**src/rtl/ptw_pkg.sv**
```systemverilog
package ptw_pkg;
    localparam int unsigned WORD_W = 32;
    localparam int unsigned CB_W   = 2;

    typedef enum logic [1:0] {
        L1_FAULT   = 2'd0,
        L1_COARSE  = 2'd1,
        L1_SECTION = 2'd2,
        L1_FINE    = 2'd3
    } l1_kind_e;

    typedef enum logic [1:0] {
        L2_FAULT = 2'd0,
        L2_LARGE = 2'd1,
        L2_SMALL = 2'd2,
        L2_TINY  = 2'd3
    } l2_kind_e;

    typedef enum logic [1:0] {
        ST_IDLE,
        ST_FETCH_L1,
        ST_FETCH_L2,
        ST_REPORT
    } walk_state_e;

    typedef struct packed {
        logic              fault;
        logic [CB_W-1:0]   cb;
        logic [WORD_W-1:0] pa;
    } walk_result_t;

    localparam walk_result_t FAULT_RESULT = '{fault: 1'b1, cb: '0, pa: '0};
endpackage

```
**src/rtl/ptw_addr_gen.sv**
```systemverilog
module ptw_addr_gen
    import ptw_pkg::*;
(
    input  logic [WORD_W-1:0] va,
    input  logic [WORD_W-1:0] base,
    input  logic [WORD_W-1:0] l1_desc,
    input  logic              fine,
    output logic [WORD_W-1:0] l1_addr,
    output logic [WORD_W-1:0] l2_addr
);
    // first level: 4096 word entries indexed by the top 12 VA bits
    assign l1_addr = {base[31:14], va[31:20], 2'b00};

    // second level: coarse tables have 256 entries, fine tables 1024
    always_comb begin
        if (fine) begin
            l2_addr = {l1_desc[31:12], va[19:10], 2'b00};
        end else begin
            l2_addr = {l1_desc[31:10], va[19:12], 2'b00};
        end
    end
endmodule

```
**src/rtl/ptw_desc_decode.sv**
```systemverilog
module ptw_desc_decode
    import ptw_pkg::*;
#(
    parameter int LEVEL = 1
) (
    input  logic [WORD_W-1:0] va,
    input  logic [WORD_W-1:0] desc,
    input  logic              tiny_en,
    output walk_result_t      res,
    output logic              descend,
    output logic              fine
);
    generate
        if (LEVEL == 1) begin : g_first
            l1_kind_e kind;
            assign kind = l1_kind_e'(desc[1:0]);
            always_comb begin
                res     = FAULT_RESULT;
                descend = 1'b0;
                fine    = 1'b0;
                unique case (kind)
                    L1_FAULT: res = FAULT_RESULT;
                    L1_SECTION: begin
                        res.fault = 1'b0;
                        res.cb    = desc[3:2];
                        res.pa    = {desc[31:20], va[19:0]};
                    end
                    L1_COARSE: descend = 1'b1;
                    L1_FINE: begin
                        descend = tiny_en;
                        fine    = tiny_en;
                    end
                endcase
            end
        end else begin : g_second
            l2_kind_e kind;
            assign kind    = l2_kind_e'(desc[1:0]);
            assign descend = 1'b0;
            assign fine    = tiny_en & 1'b0;
            always_comb begin
                res.fault = 1'b0;
                res.cb    = desc[3:2];
                res.pa    = '0;
                unique case (kind)
                    L2_FAULT: res = FAULT_RESULT;
                    L2_LARGE: res.pa = {desc[31:16], va[15:0]};
                    L2_SMALL: res.pa = {desc[31:12], va[11:0]};
                    L2_TINY:  res.pa = {desc[31:10], va[9:0]};
                endcase
            end
        end
    endgenerate
endmodule

```
**src/rtl/page_walker.sv**
```systemverilog
module page_walker
    import ptw_pkg::*;
(
    input  logic              clk,
    input  logic              rst,
    input  logic              req_valid,
    input  logic [31:0]       req_va,
    input  logic [31:0]       req_base,
    input  logic              tiny_en,
    output logic              busy,
    output logic              done,
    output logic              fault,
    output logic [31:0]       pa,
    output logic [1:0]        cb,
    output logic              mem_req,
    output logic [31:0]       mem_addr,
    input  logic              mem_valid,
    input  logic              mem_err,
    input  logic [31:0]       mem_rdata
);
    walk_state_e       state, state_nx;
    logic [WORD_W-1:0] va_q, base_q, l1_q;
    logic              tiny_q, fine_q;
    walk_result_t      res_q;

    walk_result_t      l1_res, l2_res;
    logic              l1_descend, l1_fine, l2_descend_unused, l2_fine_unused;
    logic [WORD_W-1:0] l1_addr, l2_addr;

    ptw_addr_gen u_addr (
        .va      (va_q),
        .base    (base_q),
        .l1_desc (l1_q),
        .fine    (fine_q),
        .l1_addr (l1_addr),
        .l2_addr (l2_addr)
    );

    ptw_desc_decode #(.LEVEL(1)) u_dec_l1 (
        .va      (va_q),
        .desc    (mem_rdata),
        .tiny_en (tiny_q),
        .res     (l1_res),
        .descend (l1_descend),
        .fine    (l1_fine)
    );

    ptw_desc_decode #(.LEVEL(2)) u_dec_l2 (
        .va      (va_q),
        .desc    (mem_rdata),
        .tiny_en (tiny_q),
        .res     (l2_res),
        .descend (l2_descend_unused),
        .fine    (l2_fine_unused)
    );

    // state register
    always_ff @(posedge clk) begin
        if (rst) state <= ST_IDLE;
        else     state <= state_nx;
    end

    // next state
    always_comb begin
        state_nx = state;
        unique case (state)
            ST_IDLE:     if (req_valid) state_nx = ST_FETCH_L1;
            ST_FETCH_L1: if (mem_valid) begin
                if (!mem_err && l1_descend) state_nx = ST_FETCH_L2;
                else                        state_nx = ST_REPORT;
            end
            ST_FETCH_L2: if (mem_valid) state_nx = ST_REPORT;
            ST_REPORT:   state_nx = ST_IDLE;
        endcase
    end

    // datapath and result registers
    always_ff @(posedge clk) begin
        if (rst) begin
            res_q  <= '0;
            va_q   <= '0;
            base_q <= '0;
            l1_q   <= '0;
            tiny_q <= 1'b0;
            fine_q <= 1'b0;
        end else begin
            unique case (state)
                ST_IDLE: if (req_valid) begin
                    va_q   <= req_va;
                    base_q <= req_base;
                    tiny_q <= tiny_en;
                end
                ST_FETCH_L1: if (mem_valid) begin
                    if (mem_err) begin
                        res_q <= FAULT_RESULT;
                    end else if (l1_descend) begin
                        l1_q   <= mem_rdata;
                        fine_q <= l1_fine;
                    end else begin
                        res_q <= l1_res;
                    end
                end
                ST_FETCH_L2: if (mem_valid) begin
                    res_q <= mem_err ? FAULT_RESULT : l2_res;
                end
                ST_REPORT: ;
            endcase
        end
    end

    assign busy     = (state == ST_FETCH_L1) || (state == ST_FETCH_L2);
    assign done     = (state == ST_REPORT);
    assign mem_req  = busy;
    assign mem_addr = (state == ST_FETCH_L2) ? l2_addr : l1_addr;
    assign fault    = res_q.fault;
    assign pa       = res_q.pa;
    assign cb       = res_q.cb;

    p_addr_stable_r12: assert property (@(posedge clk) disable iff (rst)
        (mem_req && !mem_valid) |=> (mem_req && $stable(mem_addr)));

    p_err_ends_walk_r12: assert property (@(posedge clk) disable iff (rst)
        (mem_req && mem_valid && mem_err) |=> (done && fault));

    p_done_pulse_r10: assert property (@(posedge clk) disable iff (rst)
        done |=> !done);

    p_done_not_busy_r10: assert property (@(posedge clk) disable iff (rst)
        done |-> !busy);

    p_fault_zero_r11: assert property (@(posedge clk) disable iff (rst)
        (done && fault) |-> (pa == '0 && cb == '0));

    p_reset_clears_r13: assert property (@(posedge clk)
        rst |=> (!done && !fault && !busy));
endmodule

```
**config.mk**
```make
export PLATFORM = sky130hd
export DESIGN_NAME = page_walker
export DESIGN_NICKNAME = d
export VERILOG_FILES = /design/src/rtl/ptw_pkg.sv /design/src/rtl/ptw_addr_gen.sv /design/src/rtl/ptw_desc_decode.sv /design/src/rtl/page_walker.sv
export SDC_FILE = /design/constraint.sdc
export NUM_CORES = 1
export LEC_CHECK = 0
export BUFFER_PORTS_ARGS = -buffer_cell sky130_fd_sc_hd__buf_4
export CORE_UTILIZATION = 53
export DETAILED_ROUTE_END_ITERATION = 8
export PLACE_DENSITY = 0.94
export SYNTH_ARGS = -nofsm -noshare
export SYNTH_HDL_FRONTEND = slang
export SYNTH_SLANG_ARGS = --single-unit
```
**constraint.sdc**
```tcl
create_clock -name clk -period 4.5 [get_ports clk]
set_input_delay 0.45 -clock clk [delete_from_list [all_inputs] [get_ports clk]]
set_output_delay 0.45 -clock clk [all_outputs]
set_load 0.1 [all_outputs]
```
==> results of run 1 <==
==> stage by stage <==
stage	hold slack [ns]	cell area [um2]	worst slack (ns)
finish	0.3178	5954	1.609
global route	0.3080	5954	1.490
CTS	0.3116	5954	1.624
detailed placement	0.4461	5758	1.798
global placement	0.4378	5758	1.957
floorplan	0.4329	4752	1.325
==> flip-flops by register name (all words and copies together), names as in the netlist <==
| name | cells |
|---|---|
| cb | 2 |
| l1_q | 22 |
| va_q | 32 |
| fine_q | 1 |
| base_q | 18 |
| fault | 1 |
| pa | 32 |
| tiny_q | 1 |
| state | 2 |
==> power groups by stage <==
stage,Sequential [uW],Clock (uW),Combinational [uW]
after detailed placement,1200,0,1870
after global placement,1190,0,1840
after CTS,1180,604,1880
after global routing,1190,641,1970
final,1180,595,1870
after floorplan,1310,0,1420
==> per-layer routing <==
metal | wire [um] | GRT usage [%] | up-vias
li1 | - | - | 2175
met1 | 4956 | 31.44 | 2047
met2 | 6191 | 45.77 | 183
met3 | 861 | 5.419 | 23
met4 | 250 | 8.840 | 0
met5 | 0 | 0 | -
==> worst max-delay path, stage by stage, from the launching register on <==
cell and delay [ns]:
dfxtp_1 0.36, inv_1 0.15, ha_2 0.53, buf_4 0.41, mux2_2 0.37, buf_4 0.23
==> layout make-up <==
class / instances / area, um2 / area share (%)
Clock buffer: 9 / 123.9 / 2.080
Sequential cell: 111 / 2222 / 37.32
Timing Repair Buffer: 151 / 1134 / 19.04
Inverter: 4 / 15.01 / 0.2522
Clock inverter: 7 / 72.57 / 1.219
Multi-Input combinational cell: 421 / 2252 / 37.82
Tap cell: 108 / 135.1 / 2.269
==> worst paths after layout <==
kind                               from                     to
hold / removal               req_va[29]  va_q[29]$_SDFFE_PP0P_
setup reg to reg  state[0]$_SDFFE_PP0P_     pa[9]$_SDFFE_PP0P_
hold reg to reg      pa[1]$_SDFFE_PP0P_     pa[1]$_SDFFE_PP0P_
setup / recovery  state[0]$_SDFFE_PP0P_           mem_addr[31]
==> synthesized netlist by cell type (5+ instances only) <==
master,number,share of area (%)
buf_1,5,0.40
ha_1,5,1.3
buf_2,8,0.84
nand3_1,25,2.6
a21oi_1,110,12
a21oi_2,6,1.1
nor2_1,16,1.3
mux2i_1,12,2.5
mux2_2,20,4.7
dfxtp_1,111,47
nand2_1,181,14
buf_4,9,1.4
clkbuf_1,22,1.7
==> cells by family after synthesis <==
| logic type | Yosys count |
|---|---|
| AO/OA/AOI/OAI | 137 |
| adder cells (fa/ha/maj) | 5 |
| AND/OR/NAND/NOR | 245 |
| other | 1 |
| flip-flops | 111 |
| multiplexers | 32 |
| buffers and inverters | 53 |
==> impl_metrics.env, run 1 <==
export IMPL_worst_r2r_cell_count=6
export IMPL_grt_overflow=0
export IMPL_fin_crit_sh_pct=64.25
export IMPL_cp_data_required_time_ns=4.05
export IMPL_dr_pass1_iters=5
export IMPL_synth_seq_cells=111
export IMPL_post_synth_and_or_nand_nor_area_fraction_pct=21.90
export IMPL_wl_um=12260
export IMPL_syn_area_per_cell_um2=8.131
export IMPL_finalPower_uw=3645
export IMPL_p_per_area_nw_per_um2=612.1
export IMPL_fin_crit_ns=2.891
export IMPL_via_count=4428
export IMPL_peakVddDrop_mv=0.5665
export IMPL_track_usage_pct=26.02
export IMPL_synth_edff_count=0
export IMPL_dieArea_um2=9341
export IMPL_layout_commonest_cell="nand2_1"
export IMPL_p_seq_share_pct=32.3
export IMPL_die_y_um=96.65
export IMPL_critPathLaunchType="flop"
export IMPL_grt_max_degree=112
export IMPL_report_final_setup_viol=0
export IMPL_io_pins=172
export IMPL_synth_compound_area_share_pct=16.65
export IMPL_setup_tns_ns=0
export IMPL_drt_iter0_drc=210
export IMPL_io_buffers=149
export IMPL_cts_resized_gates=0
export IMPL_synth_xor_area_share_pct=0
export IMPL_place_inst=795
export IMPL_comb_power_share_pct=51.4
export IMPL_gp_congestion=0.8503
export IMPL_yosysWarningCount=0
export IMPL_initial_utilization_pct=54.71
export IMPL_cp_max_fo=29
export IMPL_core_area_um2=8678
export IMPL_r2r_setup_slack_ns=1.72
export IMPL_htree_levels=3
export IMPL_dpl_hpwl_um=8394
export IMPL_grt_pass1_wl_um=19990
export IMPL_clkPwrFrac_pct=16.3
export IMPL_cts_root_buf="clkbuf_8"
export IMPL_antenna_found_initial=0
export IMPL_post_cts_buffers=0
export IMPL_relSlewSlack_pct=14.68
export IMPL_synth_adder_area_share_pct=1.318
export IMPL_intPower_uw=1786
export IMPL_cts_tree="yes"
export IMPL_synthDistinctLibCells=43
export IMPL_hold_viol=0
export IMPL_synth_mux_area_share_pct=7.273
export IMPL_drc_errors=0
export IMPL_viasPerCell=5.460
export IMPL_cts_clk_slew_worst_paths_ns=0.10
export IMPL_synth_yosys_seq_area_share_pct=46.80
export IMPL_final_max_slew_viol_count=0
export IMPL_fin_cells=811
export IMPL_hold_depth=3
export IMPL_synthCells=584
export IMPL_cts_sinks=111
export IMPL_final_core_util_pct=68.61
export IMPL_rsz0062_at_grt="false"
export IMPL_synthFlopType="dfxtp_1"
export IMPL_num_rows=34
export IMPL_layout_common_cells="nand2_1 (180), buf_4 (151), dfxtp_1 (111), a21oi_1 (110), nand3_1 (25)"
export IMPL_clockBufferDepth=2
export IMPL_end_kind="output pin"
export IMPL_cts_hold_buf=0
export IMPL_n_antenna_cell=0
export IMPL_cts_made_buffers=9
export IMPL_final_nets=805
export IMPL_synth_area_um2=4748
export IMPL_fillers=669
export IMPL_crit_arrival_ns=2.44
export IMPL_drv_cap=0
export IMPL_layout_drive_gt1_share_pct=28.88
export IMPL_tightest_slew_ns=1.280
export IMPL_async_reset_ff_share_pct=0
export IMPL_ant_nets=0
export IMPL_p_switching_uw=1859
export IMPL_outcome="complete, no violations"
export IMPL_fmax_mhz=345.9
export IMPL_finClkSkew_ns=0.008695
export IMPL_synth_top_family_by_area="simple AND/OR/NAND/NOR gates"
export IMPL_grt_pass1_vias=4203
export IMPL_post_drt_wl_per_cell_um=15.12
export IMPL_clock_latency_ns=0.36
export IMPL_power_switching_share_pct=51.00
export IMPL_min_path_type="in2reg"
export IMPL_power_leakage_uw=0.002384
export IMPL_crit_type="reg2out"
export IMPL_synthToLayoutAreaGrowth_pct=25.40
export IMPL_die_w_um=96.65
(Power assumes the default switching activity.)
==> inputs of run 2 (changes only) <==
CORE_UTILIZATION = 50   (was 53)
PLACE_DENSITY = 0.9   (was 0.94)
clock period = 2.7 ns   (was 4.5 ns; I/O delays follow)
==> impl_metrics.env, run 2 (synthesized netlist as in run 1, its figures left out) <==
export IMPL_layout_drive_gt1_share_pct=29.38
export IMPL_place_inst=822
export IMPL_crit_type="reg2out"
export IMPL_dpl_hpwl_um=8667
export IMPL_comb_power_share_pct=52.5
export IMPL_peakVddDrop_mv=0.9069
export IMPL_cts_tree="yes"
export IMPL_cts_sinks=111
export IMPL_fin_crit_ns=2.272
export IMPL_rr_endpoint="pa[25]$_SDFFE_PP0P_"
export IMPL_intPower_uw=2944
export IMPL_drv_cap=0
export IMPL_fmax_mhz=440.2
export IMPL_die_w_um=99.45
export IMPL_track_usage_pct=24.86
export IMPL_r2r_setup_slack_ns=0.46
export IMPL_crit_start="state[0]$_SDFFE_PP0P_"
export IMPL_cts_resized_gates=0
export IMPL_wl_um=12210
export IMPL_setup_tns_ns=0
export IMPL_io_pins=172
export IMPL_crit_arrival_ns=2.00
export IMPL_synthToLayoutAreaGrowth_pct=27.04
export IMPL_critPathLaunchType="flop"
export IMPL_die_y_um=99.45
export IMPL_post_drt_wl_per_cell_um=14.59
export IMPL_cts_hold_buf=0
export IMPL_min_path_type="in2reg"
export IMPL_drt_iter0_drc=173
export IMPL_rsz0062_at_grt="false"
export IMPL_stdcell_area_um2=6032
export IMPL_report_final_setup_viol=0
export IMPL_power_leakage_uw=0.002408
export IMPL_n_antenna_cell=0
export IMPL_initial_utilization_pct=51.39
export IMPL_clock_latency_ns=0.36
export IMPL_final_nets=811
export IMPL_grt_pass1_wl_um=19860
export IMPL_layout_commonest_cell="nand2_1"
export IMPL_dieArea_um2=9890
export IMPL_power_switching_share_pct=51.59
export IMPL_p_seq_share_pct=32.3
export IMPL_cp_data_required_time_ns=2.43
export IMPL_final_max_slew_viol_count=0
export IMPL_viasPerCell=5.358
export IMPL_reg2reg_from="state[0]$_SDFFE_PP0P_"
export IMPL_io_buffers=149
export IMPL_finClkSkew_ns=0.01203
export IMPL_tightest_slew_ns=1.159
export IMPL_pre_cts_ws_ns=0.5286
export IMPL_cp_max_fo=49
export IMPL_htree_levels=3
export IMPL_core_area_um2=9240
export IMPL_relSlewSlack_pct=22.74
export IMPL_fin_crit_sh_pct=84.14
export IMPL_antenna_found_initial=0
export IMPL_worstSetupEndpoint="mem_addr[23]"
export IMPL_num_rows=35
export IMPL_clkPwrFrac_pct=15.2
export IMPL_p_per_area_nw_per_um2=1008
export IMPL_clockBufferDepth=2
export IMPL_fin_cells=837
export IMPL_ant_nets=0
export IMPL_p_switching_uw=3137
export IMPL_layout_common_cells="nand2_1 (180), buf_4 (155), dfxtp_1 (111), a21oi_1 (110), nand3_1 (25)"
export IMPL_setup_slack_ns=0.4281
export IMPL_finalPower_uw=6081
export IMPL_cts_root_buf="clkbuf_8"
export IMPL_via_count=4485
export IMPL_dpl_cell_area_um2=5854
export IMPL_grt_pass1_vias=4288
export IMPL_gp_congestion=0.8607
export IMPL_outcome="complete, no violations"
export IMPL_cts_made_buffers=9
export IMPL_grt_overflow=0
export IMPL_dr_pass1_iters=5
export IMPL_worst_r2r_cell_count=8
export IMPL_end_kind="output pin"
export IMPL_cts_clk_slew_worst_paths_ns=0.11
export IMPL_grt_max_degree=112
export IMPL_post_cts_buffers=0
export IMPL_hold_viol=0
export IMPL_drc_errors=0
[run 2: changes by cell type in the layout (fill, tap and decap cells not counted), sizes merged]
cell,before,now
bufinv,1,0
inv,5,7
clkinvlp,2,3
buf,151,157
clkinv,3,0
[run 2: layout make-up]
cell class              count  area [um2]
flip-flops and latches    111        2222
inverters                   4       15.01
clock buffers               9       123.9
multi-input cells         421        2252
fillers                   784        3208
clock inverters             6       53.80
well taps                 129       161.4
repair buffers            157        1204
[run 2: worst min path at each step]
| stage | end | slack [ns] | cells past startpoint | start |
|---|---|---|---|---|
| 6_report | va_q[2]$_SDFFE_PP0P_ | 0.14 | 3 | req_va[2] |
| 5_1_grt | va_q[27]$_SDFFE_PP0P_ | 0.13 | 3 | req_va[27] |
| 4_1_cts | va_q[25]$_SDFFE_PP0P_ | 0.13 | 3 | req_va[25] |
| 3_5_place_dp | l1_q[19]$_SDFFE_PP0P_ | 0.45 | 2 | l1_q[19]$_SDFFE_PP0P_ |
| 3_3_place_gp | pa[29]$_SDFFE_PP0P_ | 0.44 | 2 | pa[29]$_SDFFE_PP0P_ |
| 2_1_floorplan | base_q[14]$_SDFFE_PP0P_ | 0.41 | 2 | req_base[14] |
[run 2: power groups by stage]
stage                     Clock (uW)  Combinational [uW]  Sequential (uW)
after floorplan                    0                2370             2190
after global placement             0                3140             1980
after detailed placement           0                3200             2000
after CTS                        938                3200             1960
after global routing            1010                3360             1990
final                            924                3190             1960
[run 2: per-layer routing]
metal	wire (um)	part of all wire, %	GRT usage, %
met4	234	1.9	8.484
met5	0	0	0
met1	5019	41	30.08
met3	827	6.8	4.006
met2	6128	50	44.76
[run 2: critical path, stage by stage (launching register included)]
cell and delay, ns:
dfxtp_1 0.37, inv_1 0.16, ha_2 0.22, buf_12 0.26, mux2_2 0.38, buf_4 0.24
[run 2: metrics by stage]
| stage | utilization (%) | hold slack, ns |
|---|---|---|
| final | 65.28 | 0.1353 |
| after CTS | 65.28 | 0.1298 |
| after global placement | 63.36 | 0.4386 |
| after global routing | 65.28 | 0.1299 |
| after floorplan | - | 0.4060 |
| after detailed placement | 63.36 | 0.4464 |
==> inputs of run 3 (changes only) <==
ABC_AREA = 1   (was default)
CORE_UTILIZATION = 45   (was 50)
PLACE_DENSITY = 0.85   (was 0.9)
clock period = 1.8 ns   (was 2.7 ns; I/O delays follow)
==> impl_metrics.env, run 3 <==
export IMPL_outcome="complete, but fails checks"
export IMPL_violations="setup timing"
export IMPL_htree_levels=3
export IMPL_dr_pass1_iters=7
export IMPL_synth_edff_count=0
export IMPL_cpPeakStageDelay_ns=0.39
export IMPL_ant_nets=0
export IMPL_synthCells=687
export IMPL_num_rows=37
export IMPL_synth_common_cells="nor2_1 (157), nand2_1 (145), dfxtp_1 (111)"
export IMPL_cts_sinks=111
export IMPL_layout_common_cells="nor2_1 (157), buf_4 (131), nand2_1 (116), dfxtp_1 (109), o21ai_0 (82)"
export IMPL_clockBufferDepth=2
export IMPL_core_area_um2=10370
export IMPL_synth_yosys_seq_area_share_pct=46.15
export IMPL_dieArea_um2=11120
export IMPL_top_signal_layer_used="met4"
export IMPL_die_w_um=105.4
export IMPL_hold_viol=0
export IMPL_min_to="base_q[24]$_SDFFE_PP0P_"
export IMPL_wl_um=14610
export IMPL_grt_pass1_vias=4609
export IMPL_antenna_found_initial=0
export IMPL_met1Wirelength_um=6369
export IMPL_cp_max_fo=7
export IMPL_via_count=5078
export IMPL_layout_commonest_cell="nor2_1"
export IMPL_fmax_mhz=554.5
export IMPL_cts_hold_buf=0
export IMPL_clock_latency_ns=0.37
export IMPL_cp_data_required_time_ns=1.62
export IMPL_synth_top_area_cell="dfxtp_1"
export IMPL_holdWs_ns=0.05681
export IMPL_cts_made_buffers=9
export IMPL_report_final_setup_viol=1
export IMPL_layout_drive_gt1_share_pct=30.76
export IMPL_grt_pass1_wl_um=22540
export IMPL_path_buf_inv=2
export IMPL_finalPower_uw=11530
export IMPL_worst_r2r_cell_count=8
export IMPL_cts_tree="yes"
export IMPL_track_usage_pct=25.44
export IMPL_drt_iter0_drc=397
export IMPL_die_y_um=105.4
export IMPL_syn_area_per_cell_um2=7.008
export IMPL_grt_max_degree=47
export IMPL_viasPerCell=5.262
export IMPL_n_antenna_cell=0
export IMPL_synthTopCellsByArea="dfxtp_1 (46%), nor2_1 (12%), nand2_1 (11%)"
export IMPL_synthToLayoutAreaGrowth_pct=48.75
export IMPL_finClkSkew_ns=0.01241
export IMPL_min_path_type="in2reg"
export IMPL_r2r_setup_slack_ns=0.15
export IMPL_critPathLaunchType="flop"
export IMPL_fin_crit_ns=1.803
export IMPL_crit_type="reg2out"
export IMPL_drv_cap=0
export IMPL_final_nets=931
export IMPL_gp_congestion=0.9067
export IMPL_rr_endpoint="pa[12]$_SDFFE_PP0P_"
export IMPL_io_buffers=149
export IMPL_yosysWarningCount=0
export IMPL_setup_slack_ns=-0.003406
export IMPL_peakVddDrop_mv=1.196
export IMPL_dpl_hpwl_um=9290
export IMPL_io_pins=172
export IMPL_routed_wl_met3_um=730
export IMPL_async_reset_ff_share_pct=0
export IMPL_final_core_util_pct=69.06
export IMPL_drc_errors=0
export IMPL_slowest_stage="dfxtp_4"
export IMPL_power_leakage_uw=0.003076
export IMPL_synthDistinctLibCells=22
export IMPL_crit_arrival_ns=1.62
export IMPL_grt_overflow=0
export IMPL_cts_root_buf="clkbuf_8"
export IMPL_yosysMostFrequentCell="nor2_1"
export IMPL_fillers=841
export IMPL_reg2reg_from="state[1]$_SDFFE_PP0P_"
export IMPL_synth_area_um2=4815
export IMPL_post_drt_wl_per_cell_um=15.14
export IMPL_cp_cell_sequence="ha_4 > buf_12 > o21ai_4 > o21ai_4 > buf_12"
export IMPL_met2_length_um=7077
export IMPL_hold_depth=3
export IMPL_p_per_area_nw_per_um2=1610
export IMPL_synthFlopType="dfxtp_1"
export IMPL_synth_seq_cells=111
export IMPL_end_kind="output pin"
export IMPL_synth_top_area_share_pct=46.15
export IMPL_final_max_slew_viol_count=0
export IMPL_crit_family="flip-flops"
export IMPL_fin_crit_sh_pct=100.2
export IMPL_cts_clk_slew_worst_paths_ns=0.11
export IMPL_initial_utilization_pct=46.43
export IMPL_min_delay_start="req_base[24]"
export IMPL_rsz0062_at_grt="true"
-- run 3: cell type report --
class	count	area [um2]	share of cell area, %
multi-input combinational	498	2591	36.18
sequential	111	2227	31.10
timing repair buffer	174	1853	25.87
tap	136	170.2	2.376
clock buffer	9	123.9	1.730
inverter	30	120.1	1.677
clock inverter	7	76.32	1.066
-- run 3: cell families after synthesis --
group / Yosys count / synth area share [%]
fa+ha+maj: 5 / 1.299
simple gates: 341 / 29.05
buf+inv: 79 / 7.588
flops: 111 / 46.15
other cells: 1 / 0.07789
compound gates: 150 / 15.83
-- run 3: layer usage --
| metal | GRT usage, % | vias up |
|---|---|---|
| met1 | 33.63 | 2340 |
| met4 | 9.557 | 0 |
| li1 | - | 2482 |
| met2 | 41.17 | 226 |
| met5 | 0 | - |
| met3 | 4.762 | 30 |
-- run 3: tightest hold or removal path: stages --
cell and delay (ns):
buf_4 0.07, o21ai_0 0.07, nor2_1 0.07
-- run 3: through the flow --
step                cell area, um2   TNS [ns]  cells  worst slack (ns)
global placement              6340          0    941            0.1135
CTS                           6867   -0.01954    959          -0.01954
detailed placement            6340          0    941           0.02917
floorplan                     5085          0    688           0.01935
finish                        7162  -0.003406    965         -0.003406
global route                  7162    -0.9494    965          -0.05746
-- run 3: repair_timing --
item                                   4_1_cts  5_1_grt
gates resized for setup                     86       51
gates cloned                                 1        2
pin swaps                                    1        8
setup endpoints to repair                   31       46
setup buffers                                1        4
endpoints found under the hold margin        0        0
-- run 3: report_power, final --
part	leakage, uW	total [uW]	internal [uW]	switching (uW)
logic	0.00207	6820	2220	4600
clock network	0.000102	1520	659	863
registers	0.000909	3190	2900	290
-- run 3: worst max-delay path by stage --
stage,startpoint,end,slack (ns),depth (start not counted)
after global routing,state[1]$_SDFFE_PP0P_,mem_addr[5],-0.06,5
after CTS,state[0]$_SDFFE_PP0P_,mem_addr[2],-0.02,6
after global placement,state[0]$_SDFFE_PP0P_,pa[9]$_SDFFE_PP0P_,0.11,8
after detailed placement,state[0]$_SDFFE_PP0P_,pa[29]$_SDFFE_PP0P_,0.03,8
final,state[1]$_SDFFE_PP0P_,mem_addr[2],-0.003,5
after floorplan,state[0]$_SDFFE_PP0P_,mem_addr[11],0.02,6
